<file path="src/rtl/evt_stat_pkg.sv">
// Package: shared widths and constants for the event status unit.
// Assumes: only the low byte of the register carries conditions.
package evt_stat_pkg;
    localparam int          EVT_REG_W  = 16;
    localparam int          EVT_LOW_W  = 8;
    localparam logic [7:0]  EVT_RSVD   = 8'h42;   // bit positions 6 and 1
    localparam logic [7:0]  EVT_PWR_ON = 8'h80;   // bit 7 set at power-on
endpackage

</file>
<file path="src/rtl/evt_capture.sv">
// Module: evt_capture
// Latches event pulses into sticky bits. A read or clear-status empties the
// bits; a pulse arriving in that same cycle survives. Reserved positions are
// tied to zero. Assumes a synchronous active-low reset.
module evt_capture #(
    parameter int              LOW_W  = evt_stat_pkg::EVT_LOW_W,
    parameter logic [LOW_W-1:0] RSVD  = evt_stat_pkg::EVT_RSVD,
    parameter logic [LOW_W-1:0] PWRON = evt_stat_pkg::EVT_PWR_ON
) (
    input  logic             clk,
    input  logic             rst_n,
    input  logic [LOW_W-1:0] pulse,
    input  logic             wipe,
    output logic [LOW_W-1:0] evt_q,
    output logic [LOW_W-1:0] evt_next
);
    localparam logic [LOW_W-1:0] LIVE = ~RSVD;

    for (genvar i = 0; i < LOW_W; i++) begin : g_bit
        if (RSVD[i]) begin : g_rsvd
            assign evt_q[i]    = 1'b0;
            assign evt_next[i] = 1'b0;
        end else begin : g_live
            logic bit_q;
            // Next value: keep the bit unless wiped; a new pulse always sets it.
            assign evt_next[i] = (bit_q & ~wipe) | pulse[i];
            // Sticky event flop with power-on value.
            always_ff @(posedge clk) begin
                if (!rst_n) bit_q <= PWRON[i];
                else        bit_q <= evt_next[i];
            end
            assign evt_q[i] = bit_q;
        end
    end

    AST_STICKY_BITS: assert property (@(posedge clk) disable iff (!rst_n)
        !wipe |=> ((evt_q & $past(evt_q)) == $past(evt_q)));
    AST_PULSE_SETS: assert property (@(posedge clk) disable iff (!rst_n)
        1'b1 |=> ((($past(pulse) & LIVE) & ~evt_q) == '0));
    AST_WIPE_EMPTIES: assert property (@(posedge clk) disable iff (!rst_n)
        wipe |=> ((evt_q & ~$past(pulse)) == '0));
endmodule

</file>
<file path="src/rtl/evt_mask_reg.sv">
// Module: evt_mask_reg
// Holds the enable mask. Writes land at the next edge; reserved positions
// ignore writes and read as zero. Assumes a synchronous active-low reset.
module evt_mask_reg #(
    parameter int               LOW_W = evt_stat_pkg::EVT_LOW_W,
    parameter logic [LOW_W-1:0] RSVD  = evt_stat_pkg::EVT_RSVD
) (
    input  logic             clk,
    input  logic             rst_n,
    input  logic             wr,
    input  logic [LOW_W-1:0] wdata,
    output logic [LOW_W-1:0] mask_q,
    output logic [LOW_W-1:0] mask_next
);
    // Next mask: load filtered write data, otherwise hold.
    always_comb begin
        mask_next = wr ? (wdata & ~RSVD) : mask_q;
    end

    // Mask flop, cleared at power-on.
    always_ff @(posedge clk) begin
        if (!rst_n) mask_q <= '0;
        else        mask_q <= mask_next;
    end

    AST_MASK_HOLD: assert property (@(posedge clk) disable iff (!rst_n)
        !wr |=> $stable(mask_q));
    AST_MASK_LOAD: assert property (@(posedge clk) disable iff (!rst_n)
        wr |=> (mask_q == ($past(wdata) & ~RSVD)));
    AST_MASK_RSVD_ZERO: assert property (@(posedge clk) disable iff (!rst_n)
        wr |=> ((mask_q & RSVD) == '0));
endmodule

</file>
<file path="src/rtl/evt_summary.sv">
// Module: evt_summary
// Sticky summary flag. It sets as soon as an enabled event is present and
// releases only on read or clear-status, when it is reloaded from the enabled
// events that arrive in that same cycle. Assumes next-state inputs from the
// register and mask blocks.
module evt_summary #(
    parameter int LOW_W = evt_stat_pkg::EVT_LOW_W
) (
    input  logic             clk,
    input  logic             rst_n,
    input  logic             wipe,
    input  logic [LOW_W-1:0] evt_next,
    input  logic [LOW_W-1:0] mask_next,
    output logic             sum_q
);
    logic hit_next;

    // Any enabled event after this edge.
    always_comb begin
        hit_next = |(evt_next & mask_next);
    end

    // Summary flop: reload on wipe, otherwise accumulate.
    always_ff @(posedge clk) begin
        if (!rst_n)    sum_q <= 1'b0;
        else if (wipe) sum_q <= hit_next;
        else           sum_q <= sum_q | hit_next;
    end

    AST_SUM_HOLDS: assert property (@(posedge clk) disable iff (!rst_n)
        (sum_q && !wipe) |=> sum_q);
endmodule

</file>
<file path="src/rtl/evt_status_unit.sv">
// Module: evt_status_unit (top)
// Event status register with enable mask and summary output. The register
// is zero-extended to the full width. Assumes one-cycle strobes and a
// synchronous active-low power-on reset.
module evt_status_unit #(
    parameter int               REG_W = evt_stat_pkg::EVT_REG_W,
    parameter int               LOW_W = evt_stat_pkg::EVT_LOW_W,
    parameter logic [LOW_W-1:0] RSVD  = evt_stat_pkg::EVT_RSVD,
    parameter logic [LOW_W-1:0] PWRON = evt_stat_pkg::EVT_PWR_ON
) (
    input  logic             clk,
    input  logic             rst_n,
    input  logic [LOW_W-1:0] evt_pulse,
    input  logic             evt_rd,
    output logic [REG_W-1:0] evt_rdata,
    input  logic             mask_wr,
    input  logic [LOW_W-1:0] mask_wdata,
    output logic [LOW_W-1:0] mask_rdata,
    input  logic             clr_stat,
    output logic             summary
);
    localparam int PAD_W = REG_W - LOW_W;

    logic             wipe;
    logic [LOW_W-1:0] evt_q, evt_next, mask_q, mask_next;

    // A read and a clear-status empty the register the same way.
    assign wipe = evt_rd | clr_stat;

    evt_capture #(.LOW_W(LOW_W), .RSVD(RSVD), .PWRON(PWRON)) u_cap (
        .clk(clk), .rst_n(rst_n), .pulse(evt_pulse), .wipe(wipe),
        .evt_q(evt_q), .evt_next(evt_next));

    evt_mask_reg #(.LOW_W(LOW_W), .RSVD(RSVD)) u_mask (
        .clk(clk), .rst_n(rst_n), .wr(mask_wr), .wdata(mask_wdata),
        .mask_q(mask_q), .mask_next(mask_next));

    evt_summary #(.LOW_W(LOW_W)) u_sum (
        .clk(clk), .rst_n(rst_n), .wipe(wipe), .evt_next(evt_next),
        .mask_next(mask_next), .sum_q(summary));

    // Zero-extend the register to the full read width.
    assign evt_rdata  = {{PAD_W{1'b0}}, evt_q};
    assign mask_rdata = mask_q;

    AST_SUM_COVERS: assert property (@(posedge clk) disable iff (!rst_n)
        (|(evt_q & mask_q)) |-> summary);
    AST_CLR_KEEPS_MASK: assert property (@(posedge clk) disable iff (!rst_n)
        (clr_stat && !mask_wr) |=> $stable(mask_rdata));
endmodule

</file>
<file path="config.mk">
export PLATFORM = sky130hd
export DESIGN_NAME = evt_status_unit
export DESIGN_NICKNAME = d
export VERILOG_FILES = /design/src/rtl/evt_stat_pkg.sv /design/src/rtl/evt_capture.sv /design/src/rtl/evt_mask_reg.sv /design/src/rtl/evt_summary.sv /design/src/rtl/evt_status_unit.sv
export SDC_FILE = /design/constraint.sdc
export NUM_CORES = 1
export LEC_CHECK = 0
export BUFFER_PORTS_ARGS = -buffer_cell sky130_fd_sc_hd__buf_2
export CORE_MARGIN = 1.5
export CORE_UTILIZATION = 39
export DETAILED_ROUTE_END_ITERATION = 6
export GPL_TIMING_DRIVEN = 0
export PLACE_DENSITY = 0.79
export SYNTH_ARGS = -nofsm -noshare
export SYNTH_HDL_FRONTEND = slang
export SYNTH_SLANG_ARGS = --single-unit
</file>
<file path="constraint.sdc">
create_clock -name clk -period 1.74 [get_ports clk]
set_input_delay 0.348 -clock clk [delete_from_list [all_inputs] [get_ports clk]]
set_output_delay 0.348 -clock clk [all_outputs]
set_load 0.01 [all_outputs]
</file>
Word level (Yosys, flattened, before mapping)
Index checks and enable logic that the tools add are counted.
W data, S select, Z words.
{"block": "word_totals", "input_bits": 21, "reg_bits": 15, "wordCells": 27}
{"block": "op_classes", "n_mux": 2, "n_bitwise": 16, "reduce_logical": 1}
{"op": "$and A8 B8 Y8", "count": 1}
{"op": "$mux W8", "count": 1}
{"op": "$or A1 B1 Y1", "count": 8}
{"op": "$reduce_or A8 Y1", "count": 1}
{"op": "$and A1 B1 Y1", "count": 6}
{"op": "$mux W1", "count": 1}
{"op": "$not A1 Y1", "count": 1}

Longest topological paths before layout
Gate-level depths: netlist (run 1).
{"block": "logic_depth", "depth_word": 8, "mapped_depth": 5}

Modules after synthesis
Synthesis (run 1) repeated with hierarchy kept, for this count alone.
{"block": "hier_totals", "cells_unflattened": 79, "area_unflattened_um2": 799.5}
{"mod": "evt_mask_reg", "area_per_inst_um2": 331.6, "instances": 1, "seq_area_each_um2": 160.2, "cells_each": 25}
{"mod": "evt_capture", "area_per_inst_um2": 322.8, "instances": 1, "seq_area_each_um2": 120.1, "cells_each": 36}
{"mod": "evt_summary", "area_per_inst_um2": 75.1, "instances": 1, "seq_area_each_um2": 20.0, "cells_each": 8}
{"mod": "evt_status_unit", "area_per_inst_um2": 70.1, "instances": 1, "seq_area_each_um2": 0.0, "cells_each": 10}

Least setup slack after synthesis (run 1)
OpenSTA, ideal clock, no wires.
{"block": "synth_path", "kind": "in2reg", "startpoint": "input mask_wr", "endpoint": "register u_sum.sum_q", "arrival_ps": 1455, "cell_stages": 5, "setup_time_ps": 125, "required_ps": 1615, "path_slack_ps": 160, "n_path_buf": 1, "cell_sequence": "buf_6 -> mux2_4 -> a221oi_2 -> nor3_1 -> o41a_1"}
{"block": "synth_via", "elab_chain_cells": 5}
{"element": "start, declared", "line": "evt_status_unit.sv:16", "source": "input logic mask_wr,"}
{"element": "$mux W8 (*)", "line": "evt_mask_reg.sv:17", "source": "mask_next = wr ? (wdata & ~RSVD) : mask_q;"}
{"element": "$and A8 B8 Y8 (*)", "line": "evt_summary.sv:20", "source": "hit_next = |(evt_next & mask_next);"}
{"element": "$reduce_or A8 Y1 (*)", "line": "evt_summary.sv:20"}
{"element": "$or A1 B1 Y1", "line": "evt_summary.sv:27", "source": "else sum_q <= sum_q | hit_next;"}
{"element": "$mux W1 (*)", "line": "evt_summary.sv:26", "source": "else if (wipe) sum_q <= hit_next;"}
{"element": "end signal, assigned", "line": "evt_summary.sv:26"}
{"element": "end signal, assigned", "line": "evt_summary.sv:27"}
{"element": "end, declared", "line": "evt_summary.sv:14", "source": "output logic sum_q"}
Every way passes the cells marked *; elsewhere a longest branch is shown, timed or not.
A chain may end at the register's enable or synchronous reset.

Worst setup path after layout (run 1)
{"block": "layout_path", "startpoint": "register u_mask.mask_q[4]", "endpoint": "register u_sum.sum_q"}
{"block": "layout_via", "elab_chain_cells": 5}
{"element": "start, declared", "line": "evt_mask_reg.sv:12", "source": "output logic [LOW_W-1:0] mask_q,"}
{"element": "start signal, assigned", "line": "evt_mask_reg.sv:23", "source": "else mask_q <= mask_next;"}
{"element": "$mux W8 (*)", "line": "evt_mask_reg.sv:17"}
{"element": "$and A8 B8 Y8 (*)", "line": "evt_summary.sv:20"}
{"element": "$reduce_or A8 Y1 (*)", "line": "evt_summary.sv:20"}
{"element": "$or A1 B1 Y1", "line": "evt_summary.sv:27"}
{"element": "$mux W1 (*)", "line": "evt_summary.sv:26"}
Marked as above.

==> results.json, run 1 <==
{
  "utilization_pct": 57.1,
  "ys_warn_count": 0,
  "slew_viol_final": 0,
  "ys_ff_latch": 13,
  "cap_viol_max_count": 0,
  "nNetsFinal": 131,
  "dp_slack_ns": 0.0917,
  "grt_pass1_wl_um": 1730,
  "setup_tns_ns": 0,
  "syn_to_final_growth_pct": 35.5,
  "cts_num_sinks": 13,
  "fp.coreArea_sq_um": 1520,
  "finalCriticalPeriod_ns": 1.45,
  "fp.dieH_um": 43.6,
  "cts_hold_buffers": 0,
  "clk_path_buf_depth": 2,
  "clk_pin_slew_ns": 0.08,
  "final_common_cell": "buf_2",
  "timing.fmax_mhz": 690,
  "synth_ff_type": "dfxtp_1",
  "outcome": "complete, no violations",
  "antenna_found_initial": 0,
  "cts_setup_buffers": 0,
  "setup_slack_ns": 0.292,
  "yosys-top-cells-area": "dfxtp_1, buf_4, nor2b_1, mux2i_1, a21oi_1",
  "hold_path_class": "in2reg",
  "p_leak_nw": 0.472,
  "dieArea_sq_um": 1900,
  "rr_worst_depth": 4,
  "portBuffers": 28,
  "vias": 529,
  "row_count": 14,
  "initial_core_util_pct": 42.1,
  "startpoint_type": "flip-flop",
  "root_buffer": "clkbuf_4",
  "synth_top_area_cell": "dfxtp_1",
  "grt_overflow": 0,
  "async_reset_ff_share_pct": 0,
  "grtUsageTotal_pct": 12.6,
  "period_share_pct": 83.2,
  "grt_start_max_net_pins": 11,
  "rsz0062_at_grt": "no",
  "cts_resized": 0,
  "routedWlPerCell_um": 9.26,
  "synth_edf_count": 0,
  "synth_top_cell_area_share_pct": 40.5,
  "finClkSkew_ns": 0.00133,
  "crit_type": "reg2reg",
  "seq_area_frac_synth_pct": 40.5,
  "syn_inst": 66,
  "cts_tree": "done",
  "setup_viol": 0,
  "arrival_ns": 1.62,
  "firstDrtPassIters": 3,
  "peakVddDrop_mv": 0.319,
  "cp-end-kind": "flip-flop",
  "drive_gt1_share_pct": 49.5,
  "synth.avg_cell_area_sq_um": 9.73,
  "cts_buffers": 3,
  "reg2reg_setup_slack_ns": 0.29,
  "min_from": "evt_pulse[7]",
  "whs_endpoint": "u_cap.g_bit[7].g_live.bit_q",
  "antenna_left": 0,
  "cellPowerDensity_nw_per_um2": 758,
  "hpwl_um": 963,
  "netlist_area_sq_um": 642,
  "min_path_cells": 3,
  "n_antenna_cell": 0,
  "drcViolationCount": 0,
  "layout_common_cells": "buf_2, buf_4, dfxtp_1, conb_1, nor2b_1",
  "via_per_inst": 4.23,
  "r2r-start": "u_mask.mask_q[4]",
  "critical_path_required_ns": 1.91,
  "drt_wl_total_um": 1160,
  "grt_pass1_vias": 438,
  "post-route-cell-area_sq_um": 870,
  "die_x_um": 43.6,
  "place_area_sq_um": 843,
  "drt_iter0_drc": 2,
  "htree_num_levels": 1,
  "r2r-end": "u_sum.sum_q",
  "clock_latency_ns": 0.28,
  "ios": 46,
  "path_max_fanout": 3,
  "synth_cell_types": 20,
  "hold_viol": 0,
  "globalplace.congestion": 0.738
}
-- synthesized netlist by cell type (2+ instances only) --
| master | n |
|---|---|
| nor2b_1 | 9 |
| a21oi_1 | 6 |
| buf_4 | 18 |
| dfxtp_1 | 13 |
| nor2_1 | 2 |
| mux2i_1 | 4 |
-- power breakdown --
group	switching (mW)	total, mW	internal (mW)	leakage [nW]
Combinational	0.0641	0.144	0.0801	0.349
Clock	0.0986	0.188	0.0890	0.0150
Sequential	0.0107	0.327	0.317	0.108
Total	0.173	0.659	0.486	0.472
-- routing by layer --
| layer | GRT usage, % | vias up | routed length (um) | part of all wire, % |
|---|---|---|---|---|
| met2 | 21.5 | 24 | 546 | 47 |
| met5 | 0 | - | 0 | 0 |
| met3 | 3.75 | 2 | 102 | 8.8 |
| met4 | 7.27 | 0 | 27 | 2.3 |
| met1 | 13.7 | 229 | 482 | 42 |
| li1 | - | 274 | - | - |
-- flip-flops by register name, summed over array words and instances, names as in the netlist --
register                  flops
u_cap.g_bit.g_live.bit_q      6
u_sum.sum_q                   1
u_mask.mask_q                 6
-- critical path, stage by stage (launching register included) --
cell and delay, ns:
dfxtp_1 0.31, mux2_4 0.29, a221oi_2 0.27, nor3_1 0.08, o41a_1 0.39
-- how the worst max path moves through the flow --
stage	from	to	slack, ns	depth (start not counted)
after floorplan	mask_wr	u_sum.sum_q	0.16	5
after global placement	mask_wr	u_sum.sum_q	0.12	5
after detailed placement	mask_wr	u_sum.sum_q	0.09	5
after CTS	u_mask.mask_q[4]	u_sum.sum_q	0.29	4
after global routing	u_mask.mask_q[4]	u_sum.sum_q	0.24	4
final	u_mask.mask_q[4]	u_sum.sum_q	0.29	4
-- metrics by stage --
step / hold slack [ns] / power, mW / std cells
2_1_floorplan: 0.445 / 0.434 / 77
3_3_place_gp: 0.505 / 0.476 / 121
3_5_place_dp: 0.512 / 0.479 / 121
4_1_cts: 0.278 / 0.664 / 125
5_1_grt: 0.268 / 0.699 / 125
6_report: 0.283 / 0.659 / 125
-- logic make-up (layout without fill, tap and decap cells) --
family | Yosys count | after routing | synth area share [%]
AOI/OAI and AO/OA | 11 | 11 | 11.7
buffers and inverters | 20 | 52 | 23.4
DFF | 13 | 13 | 40.5
muxes | 6 | 6 | 10.3
other | 1 | 12 | 0.584
and+or+nand+nor | 15 | 15 | 13.4
-- area by class of cell --
cell class                 instances  area [sq um]
fill                             144           654
timing repair buffer              28           140
sequential                        13           260
multi-input combinational         44           273
clock buffer                       4          26.3
buffer                            20           150
tap                               16          20.0
Note: power is estimated with default switching activity, not from simulation.
==> run 2, diff against run 1 <==
- CORE_UTILIZATION: 39 -> 35
- PLACE_DENSITY: 0.79 -> 0.75
- clock period: 1.74 -> 1.3 ns (I/O delays scaled with it)
==> results.json, run 2 (synthesized netlist as in run 1, its figures left out) <==
{
  "cts_buffers": 3,
  "rsz0062_at_grt": "yes",
  "layout_common_cells": "buf_2, buf_4, conb_1, dfxtp_1, nor2b_1",
  "switching_share_pct": 25.0,
  "hold_path_class": "in2reg",
  "final_common_cell": "buf_2",
  "portBuffers": 28,
  "period_share_pct": 103,
  "power_switching_mw": 0.218,
  "timing.fmax_mhz": 746,
  "finalCriticalPeriod_ns": 1.34,
  "cts_hold_buffers": 0,
  "peakVddDrop_mv": 0.466,
  "p_int_mw": 0.654,
  "die_x_um": 45.8,
  "htree_num_levels": 1,
  "p_clk_share_pct": 26.9,
  "min_path_cells": 3,
  "fp.coreArea_sq_um": 1730,
  "grt_pass1_vias": 429,
  "row_count": 15,
  "outcome": "finished, violations left",
  "reg2reg_setup_slack_ns": -0.04,
  "syn_to_final_growth_pct": 39.4,
  "routedWlPerCell_um": 8.69,
  "via_per_inst": 3.94,
  "cp-end-kind": "flip-flop",
  "drt_wl_total_um": 1170,
  "startpoint_type": "flip-flop",
  "hold_viol": 0,
  "cts_num_sinks": 13,
  "p_comb_share_pct": 22.9,
  "vias": 528,
  "clock_latency_ns": 0.27,
  "grt_start_max_net_pins": 11,
  "setup_slack_ns": -0.0407,
  "initial_core_util_pct": 37.2,
  "nNetsFinal": 131,
  "cap_viol_max_count": 0,
  "finClkSkew_ns": 0.00602,
  "setup_viol": 1,
  "ios": 46,
  "firstDrtPassIters": 3,
  "p_leak_nw": 0.478,
  "n_antenna_cell": 0,
  "hpwl_um": 952,
  "p_seq_share_pct": 50.2,
  "drive_gt1_share_pct": 51.4,
  "path_max_fanout": 3,
  "cts_tree": "done",
  "setup_tns_ns": -0.0407,
  "cts_setup_buffers": 0,
  "arrival_ns": 1.50,
  "clk_pin_slew_ns": 0.08,
  "fp.dieH_um": 45.8,
  "crit_type": "reg2reg",
  "root_buffer": "clkbuf_4",
  "drcViolationCount": 0,
  "drt_iter0_drc": 6,
  "clk_path_buf_depth": 2,
  "grtUsageTotal_pct": 11.3,
  "grt_overflow": 0,
  "reg.largest.list": "u_cap.g_bit.g_live.bit_q: 6 flops, u_mask.mask_q: 6 flops, u_sum.sum_q: 1 flops",
  "slew_viol_final": 0,
  "antenna_left": 0,
  "grt_pass1_wl_um": 1680,
  "globalplace.congestion": 0.729,
  "critical_path_required_ns": 1.46,
  "cellPowerDensity_nw_per_um2": 975,
  "antenna_found_initial": 0,
  "whs_ns": 0.204,
  "rr_worst_depth": 4,
  "failed_checks": "negative setup slack",
  "dieArea_sq_um": 2100
}
run 2: cell count changes in the layout (fill, tap and decap cells not counted):
| cell | previous run | this run |
|---|---|---|
| a22oi_1 | 1 | 0 |
| mux2_2 | 1 | 0 |
| mux2_4 | 1 | 2 |
| o21ai_1 | 0 | 1 |
| a22oi_2 | 0 | 1 |
| o21ai_0 | 1 | 0 |
| buf_6 | 1 | 0 |
| buf_8 | 0 | 1 |
| dfxtp_2 | 0 | 1 |
| dfxtp_1 | 13 | 12 |
run 2: repair_timing:
action	in CTS	in global routing
gates resized for setup	2	0
pin swaps	3	0
hold endpoints to repair	0	0
setup endpoints to repair	1	1
run 2: power groups by stage:
stage	Combinational, mW	Clock, mW	Sequential, mW
after detailed placement	0.198	0	0.447
after global placement	0.196	0	0.446
after CTS	0.201	0.241	0.438
after floorplan	0.131	0	0.453
after global routing	0.222	0.263	0.441
final	0.200	0.234	0.438
run 2: through the flow:
step | worst slack (ns) | cells | cell area (sq um) | power (mW) | utilization, %
final | -0.0407 | 134 | 895 | 0.872 | 51.8
after global routing | -0.145 | 134 | 895 | 0.926 | 51.8
after CTS | -0.0604 | 134 | 895 | 0.881 | 51.8
after detailed placement | -0.199 | 130 | 862 | 0.645 | 49.9
after global placement | -0.180 | 130 | 862 | 0.642 | 49.9
after floorplan | -0.141 | 77 | 691 | 0.584 | -
run 2: critical path, cell delays in order, from the launching register on:
cell	delay [ns]
dfxtp_2	0.32
mux2_4	0.28
a22oi_2	0.15
o21ai_1	0.08
o41a_1	0.40
run 2: worst paths after layout:
path | from | endpoint
min | evt_pulse[7] | u_cap.g_bit[7].g_live.bit_q
max | u_mask.mask_q[4] | u_sum.sum_q
max reg2reg | u_mask.mask_q[4] | u_sum.sum_q
min reg2reg | u_cap.g_bit[7].g_live.bit_q | u_cap.g_bit[7].g_live.bit_q
run 2: metal layers:
layer | vias to the layer above | GRT usage (%) | routed length (um)
met3 | 2 | 2.38 | 99
li1 | 277 | - | -
met4 | 0 | 6.86 | 8
met1 | 226 | 12.1 | 494
met5 | - | 0 | 0
met2 | 23 | 20.0 | 563
run 2: final cells by class:
type                       instances  area, sq um
clock buffer                       4         26.3
multi-input combinational         44          282
tap                               25         31.3
timing repair buffer              28          140
buffer                            20          154
sequential                        13          262
fill                             187          832
==> run 3, diff against run 2 <==
- CORE_UTILIZATION: 35 -> 38
- PLACE_DENSITY: 0.75 -> 0.76
- SYNTH_HIERARCHICAL: unset -> 1
==> results.json, run 3 <==
{
  "critical_path_required_ns": 1.46,
  "rr_worst_depth": 5,
  "cp-end-kind": "flip-flop",
  "min_from": "evt_pulse[7]",
  "utilization_pct": 54.3,
  "yosys-top-cells-area": "dfxtp_1, buf_4, mux2_4, and2_1, o21a_1",
  "period_share_pct": 98.2,
  "fp.coreArea_sq_um": 1960,
  "die_x_um": 48.9,
  "drcViolationCount": 0,
  "grt_start_max_net_pins": 16,
  "setup_viol": 0,
  "n_antenna_cell": 0,
  "via_per_inst": 4.12,
  "ys_warn_count": 6,
  "portBuffers": 30,
  "synth_top_cells_by_count": "buf_4, dfxtp_1, and2_1, mux2_4, or2_1",
  "reg.largest.list": "u_mask/mask_q: 8 flops, u_cap/g_bit.g_live.bit_q: 6 flops, u_sum/sum_q: 1 flops",
  "peakVddDrop_mv": 0.617,
  "nNetsFinal": 146,
  "async_reset_ff_share_pct": 0,
  "slew_viol_final": 0,
  "clk_path_buf_depth": 2,
  "timing.fmax_mhz": 783,
  "whs_endpoint": "u_cap/g_bit[7].g_live.bit_q",
  "cellPowerDensity_nw_per_um2": 920,
  "dp_slack_ns": -0.125,
  "row_count": 16,
  "netlist_area_sq_um": 800,
  "fill_cells": 205,
  "drt_wl_total_um": 1410,
  "cts_num_sinks": 15,
  "firstDrtPassIters": 4,
  "crit_cells": 5,
  "grt_overflow": 0,
  "ios": 46,
  "antenna_found_initial": 0,
  "synthMuxAreaShare_pct": 11.3,
  "rsz0062_at_grt": "yes",
  "root_buffer": "clkbuf_4",
  "synth_top_family_by_area": "buffers and inverters",
  "startpoint_type": "flip-flop",
  "synth.most_common_cell": "buf_4",
  "r2r-end": "u_sum/sum_q",
  "slowest_delay_ns": 0.33,
  "finClkSkew_ns": 0.00464,
  "seq_area_frac_synth_pct": 37.6,
  "initial_core_util_pct": 40.8,
  "cap_viol_max_count": 0,
  "synth_top_cell_area_share_pct": 37.6,
  "drt_iter0_drc": 8,
  "synth_compound_area_share_pct": 12.7,
  "p_total_mw": 0.981,
  "routedWlPerCell_um": 9.32,
  "synthXorXnorAreaFrac_pct": 0,
  "synth_edf_count": 0,
  "min_path_cells": 2,
  "cts_tree": "done",
  "cp_num_buf_inv": 0,
  "r2r-start": "u_cap/g_bit[5].g_live.bit_q",
  "use_met1_pct": 13.6,
  "clock_latency_ns": 0.28,
  "antenna_left": 0,
  "largest_register": "u_mask/mask_q",
  "fp.dieH_um": 48.9,
  "hold_path_class": "in2reg",
  "use_met3_pct": 5.21,
  "grt_pass1_vias": 551,
  "hold_viol": 0,
  "clk_pin_slew_ns": 0.09,
  "reg2reg_setup_slack_ns": 0.02,
  "final_common_cell": "buf_2",
  "outcome": "complete, no violations",
  "layout_common_cells": "buf_2, buf_4, dfxtp_1, conb_1, and2_1",
  "path_max_fanout": 2,
  "arrival_ns": 1.44,
  "grt_use_met2_pct": 21.7,
  "synth_top_area_cell": "dfxtp_1",
  "ys_ff_latch": 15,
  "crit_type": "reg2reg",
  "grtUsageTotal_pct": 12.7,
  "crit_chain": "nor2b_4 -> or2_1 -> a22o_1 -> a221oi_2 -> a31oi_1",
  "grt_pass1_wl_um": 2340,
  "globalplace.congestion": 0.648,
  "cts_hold_buffers": 0,
  "syn_to_final_growth_pct": 33.3,
  "htree_num_levels": 1,
  "syn_inst": 79,
  "setup_slack_ns": 0.0232,
  "critPathSlowestCell": "dfxtp_2",
  "vias": 622,
  "synth_fa_ha_area_share_pct": 0,
  "crit_family": "compound AO/OA/AOI/OAI gates",
  "finalCriticalPeriod_ns": 1.28,
  "cts_buffers": 3,
  "p_leak_nw": 0.589,
  "synth.avg_cell_area_sq_um": 10.1,
  "drive_gt1_share_pct": 54.0,
  "largest_reg_flops": 8,
  "synth_ff_type": "dfxtp_1",
  "grt_busiest_layer": "met2",
  "dieArea_sq_um": 2390,
  "synthSimpleGateAreaFrac_pct": 17.4,
  "synth_cell_types": 20,
  "hpwl_um": 1090
}
[run 3: cell families after synthesis]
kind of cell / Yosys count
compound gates: 12
mux: 6
simple gates: 21
buf+inv: 23
other cells: 2
flops: 15
[run 3: worst max path at each step]
stage	slack, ns	start	to
finish	0.02	u_cap/g_bit[5].g_live.bit_q	u_sum/sum_q
global route	-0.04	u_cap/g_bit[5].g_live.bit_q	u_sum/sum_q
CTS	0.005	u_cap/g_bit[5].g_live.bit_q	u_sum/sum_q
detailed placement	-0.12	clr_stat	u_sum/sum_q
global placement	-0.11	clr_stat	u_sum/sum_q
floorplan	0.04	mask_wr	u_sum/sum_q
[run 3: where the power goes]
group | total (mW) | switching [mW] | leakage [nW] | internal (mW)
registers | 0.498 | 0.0129 | 0.124 | 0.485
logic | 0.221 | 0.0898 | 0.449 | 0.131
clock network | 0.262 | 0.143 | 0.0150 | 0.119
[run 3: cell type report]
| cell class | instances | area, sq um | share of cell area [%] |
|---|---|---|---|
| repair buffers | 31 | 158 | 14.8 |
| plain buffers | 19 | 146 | 13.7 |
| flip-flops and latches | 15 | 302 | 28.3 |
| well taps | 27 | 33.8 | 3.17 |
| inverters | 4 | 15.0 | 1.41 |
| multi-input cells | 51 | 385 | 36.2 |
| clock buffers | 4 | 26.3 | 2.46 |
[run 3: timing repair]
item,4_1_cts,5_1_grt
resized for setup,0,3
endpoints found under the setup margin,0,1
buffers inserted,0,1
[run 3: stage by stage]
step	instances	TNS [ns]	hold WS [ns]	area [sq um]
floorplan	89	0	0.359	840
finish	151	0	0.183	1070
global route	151	-0.0442	0.176	1070
detailed placement	146	-0.125	0.473	1020
CTS	150	0	0.178	1050
global placement	146	-0.115	0.465	1020
[run 3: per-layer routing]
metal,up-vias,routed length (um)
met2,28,688
met4,0,14
met1,271,579
met3,2,126
li1,321,-
met5,-,0
